==> src/rtl/sbrx_pkg.sv <==
package sbrx_pkg;

  localparam int QW    = 32;
  localparam int ID_W  = 16;
  localparam int OFF_W = 48;
  localparam int LEN_W = 16;
  localparam int SRC_W = 6;
  localparam int TC_W  = 4;
  localparam int ACK_W = 4;
  localparam int EVT_W = 5;

  localparam logic [QW-1:0] CRC_POLY = 32'h04C11DB7;
  localparam logic [QW-1:0] CRC_INIT = '1;

  typedef enum logic [2:0] {
    Q_NONE   = 3'd0,
    Q_RESP   = 3'd1,
    Q_REQ    = 3'd2,
    Q_PHYS   = 3'd3,
    Q_ISO    = 3'd4,
    Q_SELFID = 3'd5
  } queue_e;

  typedef enum logic [ACK_W-1:0] {
    ACK_COMPLETE = 4'h1,
    ACK_PENDING  = 4'h2,
    ACK_BUSY_A   = 4'h5,
    ACK_BUSY_B   = 4'h6,
    ACK_DATA_ERR = 4'hD,
    ACK_TYPE_ERR = 4'hE
  } ack_e;

  typedef enum logic [2:0] {K_REQ, K_RESP, K_ISO, K_SELFID, K_BAD} kind_e;

  typedef struct packed {
    logic [ID_W-1:0]  dest;
    logic [SRC_W-1:0] src;
    logic [OFF_W-1:0] offset;
    logic [LEN_W-1:0] dlen;
    logic [1:0]       rt;
    logic [TC_W-1:0]  tcode;
  } hdr_t;

  function automatic kind_e kind_of(input logic [TC_W-1:0] tc);
    case (tc)
      4'h0, 4'h1, 4'h4, 4'h5: kind_of = K_REQ;
      4'h2, 4'h6, 4'h7:       kind_of = K_RESP;
      4'hA:                   kind_of = K_ISO;
      4'hE:                   kind_of = K_SELFID;
      default:                kind_of = K_BAD;
    endcase
  endfunction

  function automatic logic [2:0] hdr_quads(input logic [TC_W-1:0] tc);
    case (tc)
      4'h2, 4'h4: hdr_quads = 3'd3;
      4'hA, 4'hE: hdr_quads = 3'd1;
      default:    hdr_quads = 3'd4;
    endcase
  endfunction

  function automatic logic len_limited(input logic [TC_W-1:0] tc);
    len_limited = (tc == 4'h1) || (tc == 4'h5);
  endfunction

endpackage

==> src/rtl/sbrx_crc.sv <==
module sbrx_crc #(
  parameter int              W    = 32,
  parameter logic [W-1:0]    POLY = 32'h04C11DB7,
  parameter logic [W-1:0]    INIT = '1
) (
  input  logic         clk,
  input  logic         rst_n,
  input  logic         en,
  input  logic         start,
  input  logic [W-1:0] din,
  output logic [W-1:0] crc
);

  logic [W-1:0] crc_q, crc_d, seed;

  // one full quadlet folded per clock, most significant bit first
  always_comb begin
    seed  = start ? INIT : crc_q;
    crc_d = seed;
    for (int b = W - 1; b >= 0; b--) begin
      if (crc_d[W-1] ^ din[b]) crc_d = {crc_d[W-2:0], 1'b0} ^ POLY;
      else                     crc_d = {crc_d[W-2:0], 1'b0};
    end
  end

  always_ff @(posedge clk or negedge rst_n) begin
    if (!rst_n)  crc_q <= INIT;
    else if (en) crc_q <= crc_d;
  end

  assign crc = crc_q;

endmodule

==> src/rtl/sbrx_parse.sv <==
module sbrx_parse
  import sbrx_pkg::*;
#(
  parameter int IDX_W = 8
) (
  input  logic          clk,
  input  logic          rst_n,
  input  logic          q_valid,
  input  logic          q_last,
  input  logic [QW-1:0] q_data,
  output hdr_t          hdr,
  output logic          hdr_good,
  output logic          data_good
);

  localparam logic [IDX_W-1:0] IDX_MAX = '1;

  logic [IDX_W-1:0] idx_q, idx_d, hl, hl_p1;
  hdr_t             hdr_q, hdr_d;
  logic             hok_q, hok_d;
  logic [TC_W-1:0]  tc_now;
  logic [QW-1:0]    crc_h, crc_p;
  logic             h_en, h_start, p_en, p_start;

  assign tc_now  = (idx_q == '0) ? q_data[7:4] : hdr_q.tcode;
  assign hl      = IDX_W'(hdr_quads(tc_now));
  assign hl_p1   = hl + 1'b1;

  assign h_en    = q_valid && (idx_q < hl);
  assign h_start = (idx_q == '0);
  assign p_en    = q_valid && !q_last && (idx_q > hl);
  assign p_start = (idx_q == hl_p1);

  sbrx_crc #(.W(QW), .POLY(CRC_POLY), .INIT(CRC_INIT)) i_crc_hdr (
    .clk(clk), .rst_n(rst_n), .en(h_en), .start(h_start), .din(q_data), .crc(crc_h)
  );

  sbrx_crc #(.W(QW), .POLY(CRC_POLY), .INIT(CRC_INIT)) i_crc_pay (
    .clk(clk), .rst_n(rst_n), .en(p_en), .start(p_start), .din(q_data), .crc(crc_p)
  );

  always_comb begin
    hdr_d = hdr_q;
    hok_d = hok_q;
    idx_d = idx_q;
    if (q_valid) begin
      if (q_last)                idx_d = '0;
      else if (idx_q != IDX_MAX) idx_d = idx_q + 1'b1;
      if (idx_q < hl) begin
        case (idx_q)
          IDX_W'(0): begin
            hdr_d.dest  = q_data[31:16];
            hdr_d.dlen  = q_data[31:16];
            hdr_d.rt    = q_data[9:8];
            hdr_d.tcode = q_data[7:4];
          end
          IDX_W'(1): begin
            hdr_d.src                = q_data[16 +: SRC_W];
            hdr_d.offset[OFF_W-1:32] = q_data[15:0];
          end
          IDX_W'(2): hdr_d.offset[31:0] = q_data;
          IDX_W'(3): hdr_d.dlen         = q_data[31:16];
          default: ;
        endcase
      end
      if (idx_q == hl) hok_d = (q_data == ~crc_h);
    end
  end

  always_ff @(posedge clk or negedge rst_n) begin
    if (!rst_n) begin
      idx_q <= '0;
      hdr_q <= '0;
      hok_q <= 1'b0;
    end else begin
      idx_q <= idx_d;
      hdr_q <= hdr_d;
      hok_q <= hok_d;
    end
  end

  // verdict inputs, meaningful in the cycle that carries the last quadlet
  always_comb begin
    if (idx_q == hl) hdr_good = (q_data == ~crc_h);
    else             hdr_good = (idx_q > hl) && hok_q;
    if (idx_q <= hl)        data_good = 1'b1;
    else if (idx_q == hl_p1) data_good = (q_data == ~CRC_INIT);
    else                     data_good = (q_data == ~crc_p);
  end

  assign hdr = hdr_q;

endmodule

==> src/rtl/sbrx_retry.sv <==
module sbrx_retry
  import sbrx_pkg::*;
(
  input  logic             clk,
  input  logic             rst_n,
  input  logic             apply,
  input  logic [1:0]       rt,
  input  logic             busy,
  output logic             allow,
  output logic [ACK_W-1:0] busy_ack
);

  logic phase_q, phase_d, pend_q, pend_d;
  logic is_new, letter;

  assign is_new = !rt[1];
  assign letter = rt[0];

  always_comb begin
    if (is_new) begin
      allow    = !busy && !pend_q;
      busy_ack = phase_q ? ACK_BUSY_B : ACK_BUSY_A;
    end else begin
      allow    = !busy;
      busy_ack = letter ? ACK_BUSY_B : ACK_BUSY_A;
    end
    phase_d = phase_q;
    pend_d  = pend_q;
    if (apply) begin
      if (!allow) begin
        if (is_new || (letter == phase_q)) pend_d = 1'b1;
      end else if (!is_new && (letter == phase_q) && pend_q) begin
        phase_d = !phase_q;
        pend_d  = 1'b0;
      end
    end
  end

  always_ff @(posedge clk or negedge rst_n) begin
    if (!rst_n) begin
      phase_q <= 1'b0;
      pend_q  <= 1'b0;
    end else begin
      phase_q <= phase_d;
      pend_q  <= pend_d;
    end
  end

  // the phase only moves when a retry packet is let through
  a_r9_phase_on_retry: assert property (@(posedge clk) disable iff (!rst_n)
    (phase_q != $past(phase_q)) |-> $past(apply && allow && !is_new));

  // the outstanding mark is only raised by a busy refusal
  a_r8_pend_on_busy: assert property (@(posedge clk) disable iff (!rst_n)
    $rose(pend_q) |-> $past(apply && !allow));

endmodule

==> src/rtl/sbrx_evt.sv <==
module sbrx_evt
  import sbrx_pkg::*;
(
  input  logic             clk,
  input  logic             rst_n,
  input  logic             ack_valid,
  input  logic [7:0]       ack_byte,
  output logic             evt_valid,
  output logic [EVT_W-1:0] evt_code
);

  localparam logic [EVT_W-1:0] EVT_BAD_ACK = 5'h0F;

  logic             vld_q;
  logic [EVT_W-1:0] code_q, code_d;

  always_comb begin
    if (ack_byte[3:0] == ~ack_byte[7:4]) code_d = {1'b1, ack_byte[7:4]};
    else                                 code_d = EVT_BAD_ACK;
  end

  always_ff @(posedge clk or negedge rst_n) begin
    if (!rst_n) begin
      vld_q  <= 1'b0;
      code_q <= '0;
    end else begin
      vld_q <= ack_valid;
      if (ack_valid) code_q <= code_d;
    end
  end

  assign evt_valid = vld_q;
  assign evt_code  = code_q;

  // one event per acknowledge byte, one cycle later
  a_r12_evt_follows: assert property (@(posedge clk) disable iff (!rst_n)
    ack_valid |=> evt_valid);
  a_r12_evt_quiet: assert property (@(posedge clk) disable iff (!rst_n)
    !ack_valid |=> !evt_valid);

endmodule

==> src/rtl/sbrx_filter.sv <==
module sbrx_filter
  import sbrx_pkg::*;
#(
  parameter int N_SRC = 64,
  parameter int IDX_W = 8
) (
  input  logic             clk,
  input  logic             rst_n,
  input  logic             q_valid,
  input  logic             q_last,
  input  logic [31:0]      q_data,
  input  logic [15:0]      node_id,
  input  logic [63:0]      req_mask,
  input  logic [63:0]      phys_mask,
  input  logic [47:0]      phys_limit,
  input  logic [15:0]      max_len,
  input  logic             rxq_busy,
  input  logic             ack_rx_valid,
  input  logic [7:0]       ack_rx,
  output logic             dec_valid,
  output logic             dec_accept,
  output logic [2:0]       dec_queue,
  output logic             dec_ack_send,
  output logic [3:0]       dec_ack,
  output logic             evt_valid,
  output logic [4:0]       evt_code
);

  // reset asserted at once, released through two flops
  logic rst_meta, rst_i_n;
  always_ff @(posedge clk or negedge rst_n) begin
    if (!rst_n) begin
      rst_meta <= 1'b0;
      rst_i_n  <= 1'b0;
    end else begin
      rst_meta <= 1'b1;
      rst_i_n  <= rst_meta;
    end
  end

  hdr_t             hdr;
  logic             hdr_good, data_good, pkt_end;
  logic             r_apply, r_allow;
  logic [ACK_W-1:0] r_busy_ack;
  kind_e            kind;
  logic             phys_hit, req_ok, too_long;

  assign pkt_end = q_valid && q_last;

  sbrx_parse #(.IDX_W(IDX_W)) i_parse (
    .clk(clk), .rst_n(rst_i_n), .q_valid(q_valid), .q_last(q_last), .q_data(q_data),
    .hdr(hdr), .hdr_good(hdr_good), .data_good(data_good)
  );

  assign kind     = kind_of(hdr.tcode);
  assign req_ok   = req_mask[hdr.src];
  assign phys_hit = (kind == K_REQ) && (hdr.offset < phys_limit) && phys_mask[hdr.src];
  assign too_long = len_limited(hdr.tcode) && (hdr.dlen > max_len);

  // verdict, evaluated against the quadlet flagged last
  logic             acc_d, send_d, stage_retry;
  queue_e           que_d;
  logic [ACK_W-1:0] ack_d;

  always_comb begin
    acc_d       = 1'b0;
    send_d      = 1'b0;
    que_d       = Q_NONE;
    ack_d       = ACK_TYPE_ERR;
    stage_retry = 1'b0;
    if (!hdr_good) begin
      acc_d = 1'b0;
    end else if (kind == K_SELFID) begin
      acc_d = 1'b1;
      que_d = Q_SELFID;
    end else if (kind == K_ISO) begin
      acc_d = data_good;
      que_d = data_good ? Q_ISO : Q_NONE;
    end else if (hdr.dest != node_id) begin
      acc_d = 1'b0;
    end else begin
      send_d = 1'b1;
      if (kind == K_BAD)                            ack_d = ACK_TYPE_ERR;
      else if (!data_good)                          ack_d = ACK_DATA_ERR;
      else if (too_long)                            ack_d = ACK_TYPE_ERR;
      else if ((kind == K_REQ) && !phys_hit && !req_ok) ack_d = ACK_TYPE_ERR;
      else begin
        stage_retry = 1'b1;
        if (!r_allow) begin
          ack_d = r_busy_ack;
        end else begin
          acc_d = 1'b1;
          if (kind == K_RESP) begin
            que_d = Q_RESP;
            ack_d = ACK_COMPLETE;
          end else begin
            que_d = phys_hit ? Q_PHYS : Q_REQ;
            ack_d = ACK_PENDING;
          end
        end
      end
    end
  end

  assign r_apply = pkt_end && stage_retry;

  sbrx_retry i_retry (
    .clk(clk), .rst_n(rst_i_n), .apply(r_apply), .rt(hdr.rt), .busy(rxq_busy),
    .allow(r_allow), .busy_ack(r_busy_ack)
  );

  sbrx_evt i_evt (
    .clk(clk), .rst_n(rst_i_n), .ack_valid(ack_rx_valid), .ack_byte(ack_rx),
    .evt_valid(evt_valid), .evt_code(evt_code)
  );

  always_ff @(posedge clk or negedge rst_i_n) begin
    if (!rst_i_n) begin
      dec_valid    <= 1'b0;
      dec_accept   <= 1'b0;
      dec_queue    <= Q_NONE;
      dec_ack_send <= 1'b0;
      dec_ack      <= '0;
    end else begin
      dec_valid <= pkt_end;
      if (pkt_end) begin
        dec_accept   <= acc_d;
        dec_queue    <= que_d;
        dec_ack_send <= send_d;
        dec_ack      <= ack_d;
      end
    end
  end

  // verdict strobe tracks the last quadlet by one cycle
  a_r13_verdict_follows: assert property (@(posedge clk) disable iff (!rst_i_n)
    pkt_end |=> dec_valid);
  a_r13_verdict_single: assert property (@(posedge clk) disable iff (!rst_i_n)
    !pkt_end |=> !dec_valid);

  // a broken header never produces an acknowledge
  a_r1_silent_drop: assert property (@(posedge clk) disable iff (!rst_i_n)
    (pkt_end && !hdr_good) |=> (dec_valid && !dec_accept && !dec_ack_send));

  // accepted packets name a queue, rejected ones do not
  a_r3_queue_agrees: assert property (@(posedge clk) disable iff (!rst_i_n)
    dec_valid |-> (dec_accept == (dec_queue != Q_NONE)));

  // broadcast queues are never acknowledged
  a_r10_bcast_noack: assert property (@(posedge clk) disable iff (!rst_i_n)
    (dec_valid && ((dec_queue == Q_ISO) || (dec_queue == Q_SELFID))) |-> !dec_ack_send);

endmodule

==> config.mk <==
export PLATFORM = sky130hd
export DESIGN_NAME = sbrx_filter
export DESIGN_NICKNAME = d
export VERILOG_FILES = /design/src/rtl/sbrx_pkg.sv /design/src/rtl/sbrx_crc.sv /design/src/rtl/sbrx_parse.sv /design/src/rtl/sbrx_retry.sv /design/src/rtl/sbrx_evt.sv /design/src/rtl/sbrx_filter.sv
export SDC_FILE = /design/constraint.sdc
export NUM_CORES = 1
export LEC_CHECK = 0
export BUFFER_PORTS_ARGS = -buffer_cell sky130_fd_sc_hd__buf_2
export CORE_ASPECT_RATIO = 0.9
export CORE_MARGIN = 5
export CORE_UTILIZATION = 55
export CTS_BUF_LIST = sky130_fd_sc_hd__clkbuf_16
export CTS_CLUSTER_DIAMETER = 120
export DETAILED_ROUTE_END_ITERATION = 8
export PLACE_DENSITY = 0.77
export SLEW_MARGIN = 20
export SYNTH_ARGS = -nofsm -noshare
export SYNTH_HDL_FRONTEND = slang
export SYNTH_HIERARCHICAL = 1
export SYNTH_SLANG_ARGS = --single-unit
==> constraint.sdc <==
create_clock -name clk -period 12.59 [get_ports clk]
set_input_delay 0.6295 -clock clk [delete_from_list [all_inputs] [get_ports clk]]
set_output_delay 0.6295 -clock clk [all_outputs]
set_load 0.05 [all_outputs]
# Word-level counts from Yosys, hierarchy flattened
# Memories as Yosys holds them, arrays and structs flattened.
# Cells that the tools add are included.
[totals]
ff_bits = 185
latch_bits = 0
ramBits = 0
rom_bits = 48
input_bits = 254
output_inout_bits = 16
word_cells = 351
mem_count = 1
[classes]
n_addsub = 2
multipliers = 0
div = 0
order_cmp = 6
eq_ne = 22
n_shift = 0
n_mux = 128
bitwise_logic = 131
n_reduce_logical = 39
[mem_list]
columns = ["name", "words", "width", "rd", "rd_clocked_by_memory_dff", "write_ports", "line", "text"]
rows = [
  ["(no name shown)", 16, 3, 1, 0, 0, "sbrx_pkg.sv:45", "case (tc)"],
]
[op_table]
columns = ["operator", "count"]
rows = [
  ["$mux 27", 64],
  ["$not 14->14", 64],
  ["$eq 32x32->1", 2],
  ["$mux 32", 2],
  ["$not 32->32", 2],
  ["$xor 1x1->1", 64],
  ["$lt 48x48->1", 1],
  ["$mux 4", 11],
  ["$logic_not 32->1", 1],
  ["$mux 1", 31],
  ["$mux 2", 10],
  ["$reduce_and 3->1", 6],
  ["$eq 8x2->1 const B", 2],
  ["$gt 16x16->1", 1],
  ["$mux 8", 2],
  ["$ne 16x16->1", 1],
  ["$logic_and 1x1->1", 14],
  ["$bmux 1 s6", 2],
  ["$mux 3", 4],
  ["$add 8x1->8 const B", 1],
  ["$eq 4x3->1 const B", 2],
  ["$eq 4x4->1 const B", 2],
  ["$eq 8x1->1 const B", 1],
  ["$eq 8x3->1", 1],
  ["25 further kinds", 37],
]

# Depth between registers and ports, before layout
[depth]
word_depth = 72
mapped_depth = 23

# Cells and area by module
# The synthesis kept the hierarchy.
[modules_own_cells]
columns = ["module", "instances", "cells_per_inst", "area_each_um2", "seq_area_each_um2"]
rows = [
  ["sbrx_crc", 2, 399, 4847.1, 840.8],
  ["sbrx_parse", 1, 398, 5041.1, 2527.4],
  ["sbrx_filter", 1, 404, 3514.6, 300.3],
  ["sbrx_evt", 1, 26, 279.0, 150.1],
  ["sbrx_retry", 1, 19, 148.9, 50.0],
]

# Least setup slack after synthesis
# No wires, ideal clock.
[synth_path]
path_type = "reg2reg"
startpoint = "register i_parse.idx_q[3]"
endpoint = "register i_parse.i_crc_pay.crc_q[12], in the netlist i_parse/i_crc_pay/crc[12]"
arrival_ns = 5.818
path_slack_ns = 6.690
stages_incl_launch_ff = 20
path_buffers = 2
path_cell_list = "dfrtp_1 > buf_2 > or4_1 > nor3_4 > nor4_1 > a21oi_1 > o211ai_1 > ha_1 > a311oi_1 > buf_6 > nor2_4 > xnor2_4 > xnor3_2 > xnor3_1 > xnor2_4 > xor2_4 > xnor3_2 > xnor3_2 > xnor3_1 > mux2_2"
[synth_via]
elab_chain_len = 49
[synth_rtl]
columns = ["element", "line", "text"]
rows = [
  ["from (decl)", "sbrx_parse.sv:18", "logic [IDX_W-1:0] idx_q, idx_d, hl, hl_p1;"],
  ["from (signal assigned)", "sbrx_parse.sv:76", "idx_q <= idx_d;"],
  ["$logic_not 8->1 (*)", "--", ""],
  ["named net i_parse.h_start", "sbrx_parse.sv:23", "logic h_en, h_start, p_en, p_start;"],
  ["$mux 4 (*)", "sbrx_parse.sv:25", "assign tc_now = (idx_q == '0) ? q_data[7:4] : hdr_q.tcode;"],
  ["$eq 4x4->1 (tied with other cells)", "sbrx_pkg.sv:55", "case (tc)"],
  ["$reduce_or 2->1", "sbrx_pkg.sv:55", ""],
  ["$pmux 3 s2 (*)", "sbrx_pkg.sv:55", ""],
  ["$add 3x1->4 (*)", "sbrx_parse.sv:27", "assign hl_p1 = hl + 1'b1;"],
  ["$eq 8x8->1 (*)", "sbrx_parse.sv:32", "assign p_start = (idx_q == hl_p1);"],
  ["named net i_parse.p_start", "sbrx_parse.sv:23", ""],
  ["(+34 left out)", "--", ""],
  ["$mux 27 or $not 14->14 (tied branches)", "--", ""],
  ["$mux 27", "sbrx_crc.sv:21", "if (crc_d[W-1] ^ din[b]) crc_d = {crc_d[W-2:0], 1'b0} ^ POLY;"],
  ["$not 14->14 (no source line) (tied with other cells)", "--", ""],
  ["$mux 27", "sbrx_crc.sv:21", ""],
  ["$not 14->14 (no source line) or $xor 1x1->1 (tied branches)", "--", ""],
  ["$mux 27", "sbrx_crc.sv:21", ""],
  ["$not 14->14 (no source line) or $xor 1x1->1 (tied branches)", "--", ""],
  ["$mux 27 (*)", "sbrx_crc.sv:21", ""],
  ["to (signal assigned)", "sbrx_crc.sv:28", "else if (en) crc_q <= crc_d;"],
  ["to (decl)", "sbrx_crc.sv:14", "logic [W-1:0] crc_q, crc_d, seed;"],
]
# Mark *: on every way through the listed nets, which the timed path passes. The rest lies on a longest branch.
# A chain may end at the register's enable or synchronous reset.

# Worst setup path after layout
[layout_path]
startpoint = "register i_parse.idx_q[4]"
endpoint = "register i_parse.i_crc_pay.crc_q[24], in the netlist i_parse/i_crc_pay/crc[24]"
[layout_via]
elab_chain_len = 49
[layout_rtl]
columns = ["element", "line"]
rows = [
  ["$logic_not 8->1 (*)", "--"],
  ["named net i_parse.h_start", "sbrx_parse.sv:23"],
  ["$mux 4 (*)", "sbrx_parse.sv:25"],
  ["$eq 4x4->1 (tied with other cells)", "sbrx_pkg.sv:55"],
  ["$reduce_or 2->1", "sbrx_pkg.sv:55"],
  ["$pmux 3 s2 (*)", "sbrx_pkg.sv:55"],
  ["$add 3x1->4 (*)", "sbrx_parse.sv:27"],
  ["$eq 8x8->1 (*)", "sbrx_parse.sv:32"],
  ["named net i_parse.p_start", "sbrx_parse.sv:23"],
  ["(+25 left out)", "--"],
  ["$not 14->14 (no source line)", "--"],
  ["$mux 27 (4 in a row)", "sbrx_crc.sv:21"],
  ["$not 14->14 (no source line)", "--"],
  ["$mux 27 (6 in a row)", "sbrx_crc.sv:21"],
  ["$not 14->14 (no source line)", "--"],
  ["$mux 27", "sbrx_crc.sv:21"],
  ["$not 14->14 (no source line)", "--"],
  ["$mux 27 (*) (2 in a row)", "sbrx_crc.sv:21"],
]
# Marks and branches as above.

==> impl_metrics.tcl <==
set metrics [dict create \
    run_status "finished, final reports clean" \
    ys_seq_elements 185 \
    critPathMaxFanout 40 \
    hpwlAfterDp_um 43600 \
    crit_slowest_cell "or4_1" \
    hold_viol_final 0 \
    reg2reg_depth 19 \
    synth_area_leaders "dfrtp_1 (16%), xnor2_1 (15%), xnor3_1 (12%), dfstp_2 (9.0%), mux2_2 (6.8%)" \
    crit_path_start_kind "register" \
    dp.cells 2311 \
    slew_viol_final 0 \
    critical_path.cell_chain "or4_1 -> nor3_4 -> buf_4 -> nor4_1 -> a21oi_1 -> o211ai_1 -> ha_1 -> a311oi_4 -> buf_4 -> nor2_1 -> xnor3_1 -> xnor2_2 -> xnor3_1 -> xnor2_1 -> xnor3_1 -> xor2_2 -> xnor2_1 -> xor3_1 -> mux2_2" \
    cts_root_buffer "clkbuf_16" \
    synthArstFlopShare 1.00 \
    worst_pin_slew_ps 1090 \
    io-pin-count 270 \
    antenna_left 0 \
    r2r-start "i_parse/idx_q[4]" \
    endpoint_kind "register" \
    clock_latency_ps 450 \
    max-cap-violations 0 \
    fmax_mhz 144 \
    r2r_setup_slack_ps 5620 \
    cts.clk_slew.worst_paths_ps 90 \
    fin_cells 2345 \
    slew_headroom 0.271 \
    die_y_um 185 \
    path_common_cell "xnor3_1" \
    worstReg2RegEnd "i_parse/i_crc_pay/crc[24]" \
    required_ps 12980 \
    path_buf_inv 2 \
    cts_tree "built" \
    cpPeakStageDelay_ps 640 \
    core_area_sq_mm 0.0338 \
    cts_buffer_depth 2 \
    cts_resized 0 \
    drt_iter0_drc 1254 \
    min_period_ps 6970 \
    grt-ovfl-total 0 \
    synth_top_area_frac 0.162 \
    period_share 0.553 \
    dieArea_sq_mm 0.0378 \
    syn_inst 1645 \
    ys_warn_count 6 \
    layout-drive-gt1-share 0.315 \
    final.fill_count 2762 \
    finalWirelength_um 56200 \
    grt_usage 0.298 \
    synth_area_sq_mm 0.0187 \
    min_path_type "register to async pin" \
    cts_setup_buffers 0 \
    synth_edf_count 0 \
    grt_max_degree 81 \
    crit_family "XOR/XNOR gates" \
    antenna_found_initial 1 \
    rsz0062_at_grt "no" \
    layout.nets 2194 \
    synthFlopType "dfrtp_1" \
    fin_setup_tns_ps 0 \
    start_util 0.553 \
    chipWidth_um 204 \
    clock_skew_ps 11.4 \
    grt_first_pass_wirelength_um 84800 \
    vias 13600 \
    hold_ws_ps 337 \
    drc 0 \
    wl_per_cell_um 23.9 \
    final_common_cell "xnor2_1" \
    num_rows 64 \
    grt_pass1_vias 14000 \
    synth.net_count 1969 \
    drtPass1Iterations 5 \
    setup_viol 0 \
    area_growth_pct 11.9 \
    crit_arrival_ps 7360 \
    yosys.area.top_type "dfrtp_1" \
    gp_congestion 1.00 \
    hold_buffers 1 \
    clock-sinks 185 \
    yosysSeqAreaShare 0.252 \
    layout_common_cells "xnor2_1 (323), buf_2 (269), nor2_1 (135)" \
    htreeDepth 4 \
    cts_buffers 17 \
    yosysUniqueCellTypes 79 \
    avgSynthCellArea_sq_um 11.4 \
    diodes 0 \
    portBuffers 269 \
    critPathKind "register to register" \
    via_per_inst 5.79 \
]
-- metal layers --
layer	routed length (um)	vias up	GRT usage	part of all wire
met2	26400	605	0.484	0.47
li1	-	6097	-	-
met5	13	-	0	0.00023
met3	4380	113	0.0565	0.078
met4	1840	2	0.0879	0.033
met1	23600	6757	0.411	0.42
-- registers in the layout, summed over array words and instances, names as in the netlist, 3 cells and up --
register	flops
i_parse/hdr	92
i_parse/i_crc_hdr/crc	32
i_parse/i_crc_pay/crc	32
i_parse/idx_q	8
i_evt/evt_code	5
dec_ack	4
dec_queue	3
-- cells in the mapped netlist (all sizes together), types with 37 or more instances --
library cell	instances
xnor2	353
nor2	140
xor2	130
mux2	123
dfrtp	121
xnor3	116
a21oi	78
inv	78
ha	70
dfstp	64
buf	48
nand2	37
-- cell families (layout without fill, tap and decap cells) --
family	after synthesis	after routing	share of synthesized area
AOI/OAI and AO/OA	165	165	0.0553
adders and majority gates	70	70	0.0469
other	3	3	0.000603
buffers and inverters	152	390	0.0393
xor gates and xnor gates	613	613	0.408
and+or+nand+nor	292	292	0.0796
muxes	165	165	0.118
DFF	185	185	0.252
-- worst reg2reg max path: cells and delay by family, from the launching register on --
| family | cells | cell delay (ps) |
|---|---|---|
| AO/OA/AOI/OAI | 3 | 560 |
| XOR/XNOR | 8 | 3330 |
| adder cells (fa/ha/maj) | 1 | 370 |
| buffers and inverters | 2 | 860 |
| flip-flops | 1 | 470 |
| multiplexers | 1 | 280 |
| AND/OR/NAND/NOR | 4 | 1030 |
-- per-stage QoR --
| stage | setup slack [ps] | instance area (sq um) | util |
|---|---|---|---|
| finish | 5620 | 20900 | 0.619 |
| global route | 5320 | 20900 | 0.619 |
| CTS | 5680 | 20900 | 0.618 |
| detailed placement | 5710 | 20300 | 0.600 |
| global placement | 5820 | 20300 | 0.600 |
| floorplan | 6690 | 18700 | - |
-- final cells by class --
| class | instances | area [sq um] | area share |
|---|---|---|---|
| sequential | 185 | 4710 | 0.225 |
| multi-input combinational | 1308 | 13300 | 0.635 |
| clock inverter | 15 | 175 | 0.00838 |
| inverter | 78 | 293 | 0.0140 |
| timing repair buffer | 280 | 1460 | 0.0696 |
| clock buffer | 17 | 425 | 0.0203 |
| tap | 462 | 578 | 0.0276 |
-- worst max path at each step --
stage | start | endpoint | slack [ps] | cells after the start
after floorplan | i_parse/idx_q[3] | i_parse/i_crc_pay/crc[12] | 6690 | 19
after global placement | i_parse/idx_q[4] | i_parse/i_crc_pay/crc[15] | 5820 | 19
after detailed placement | i_parse/idx_q[4] | i_parse/i_crc_pay/crc[24] | 5710 | 19
after CTS | i_parse/idx_q[4] | i_parse/i_crc_pay/crc[24] | 5680 | 19
after global routing | i_parse/idx_q[4] | i_parse/i_crc_pay/crc[24] | 5320 | 19
final | i_parse/idx_q[4] | i_parse/i_crc_pay/crc[24] | 5620 | 19
Power is left out: the tool's default activity adds up to more than one toggle a clock period on the data nets, which glitch-free logic cannot reach.
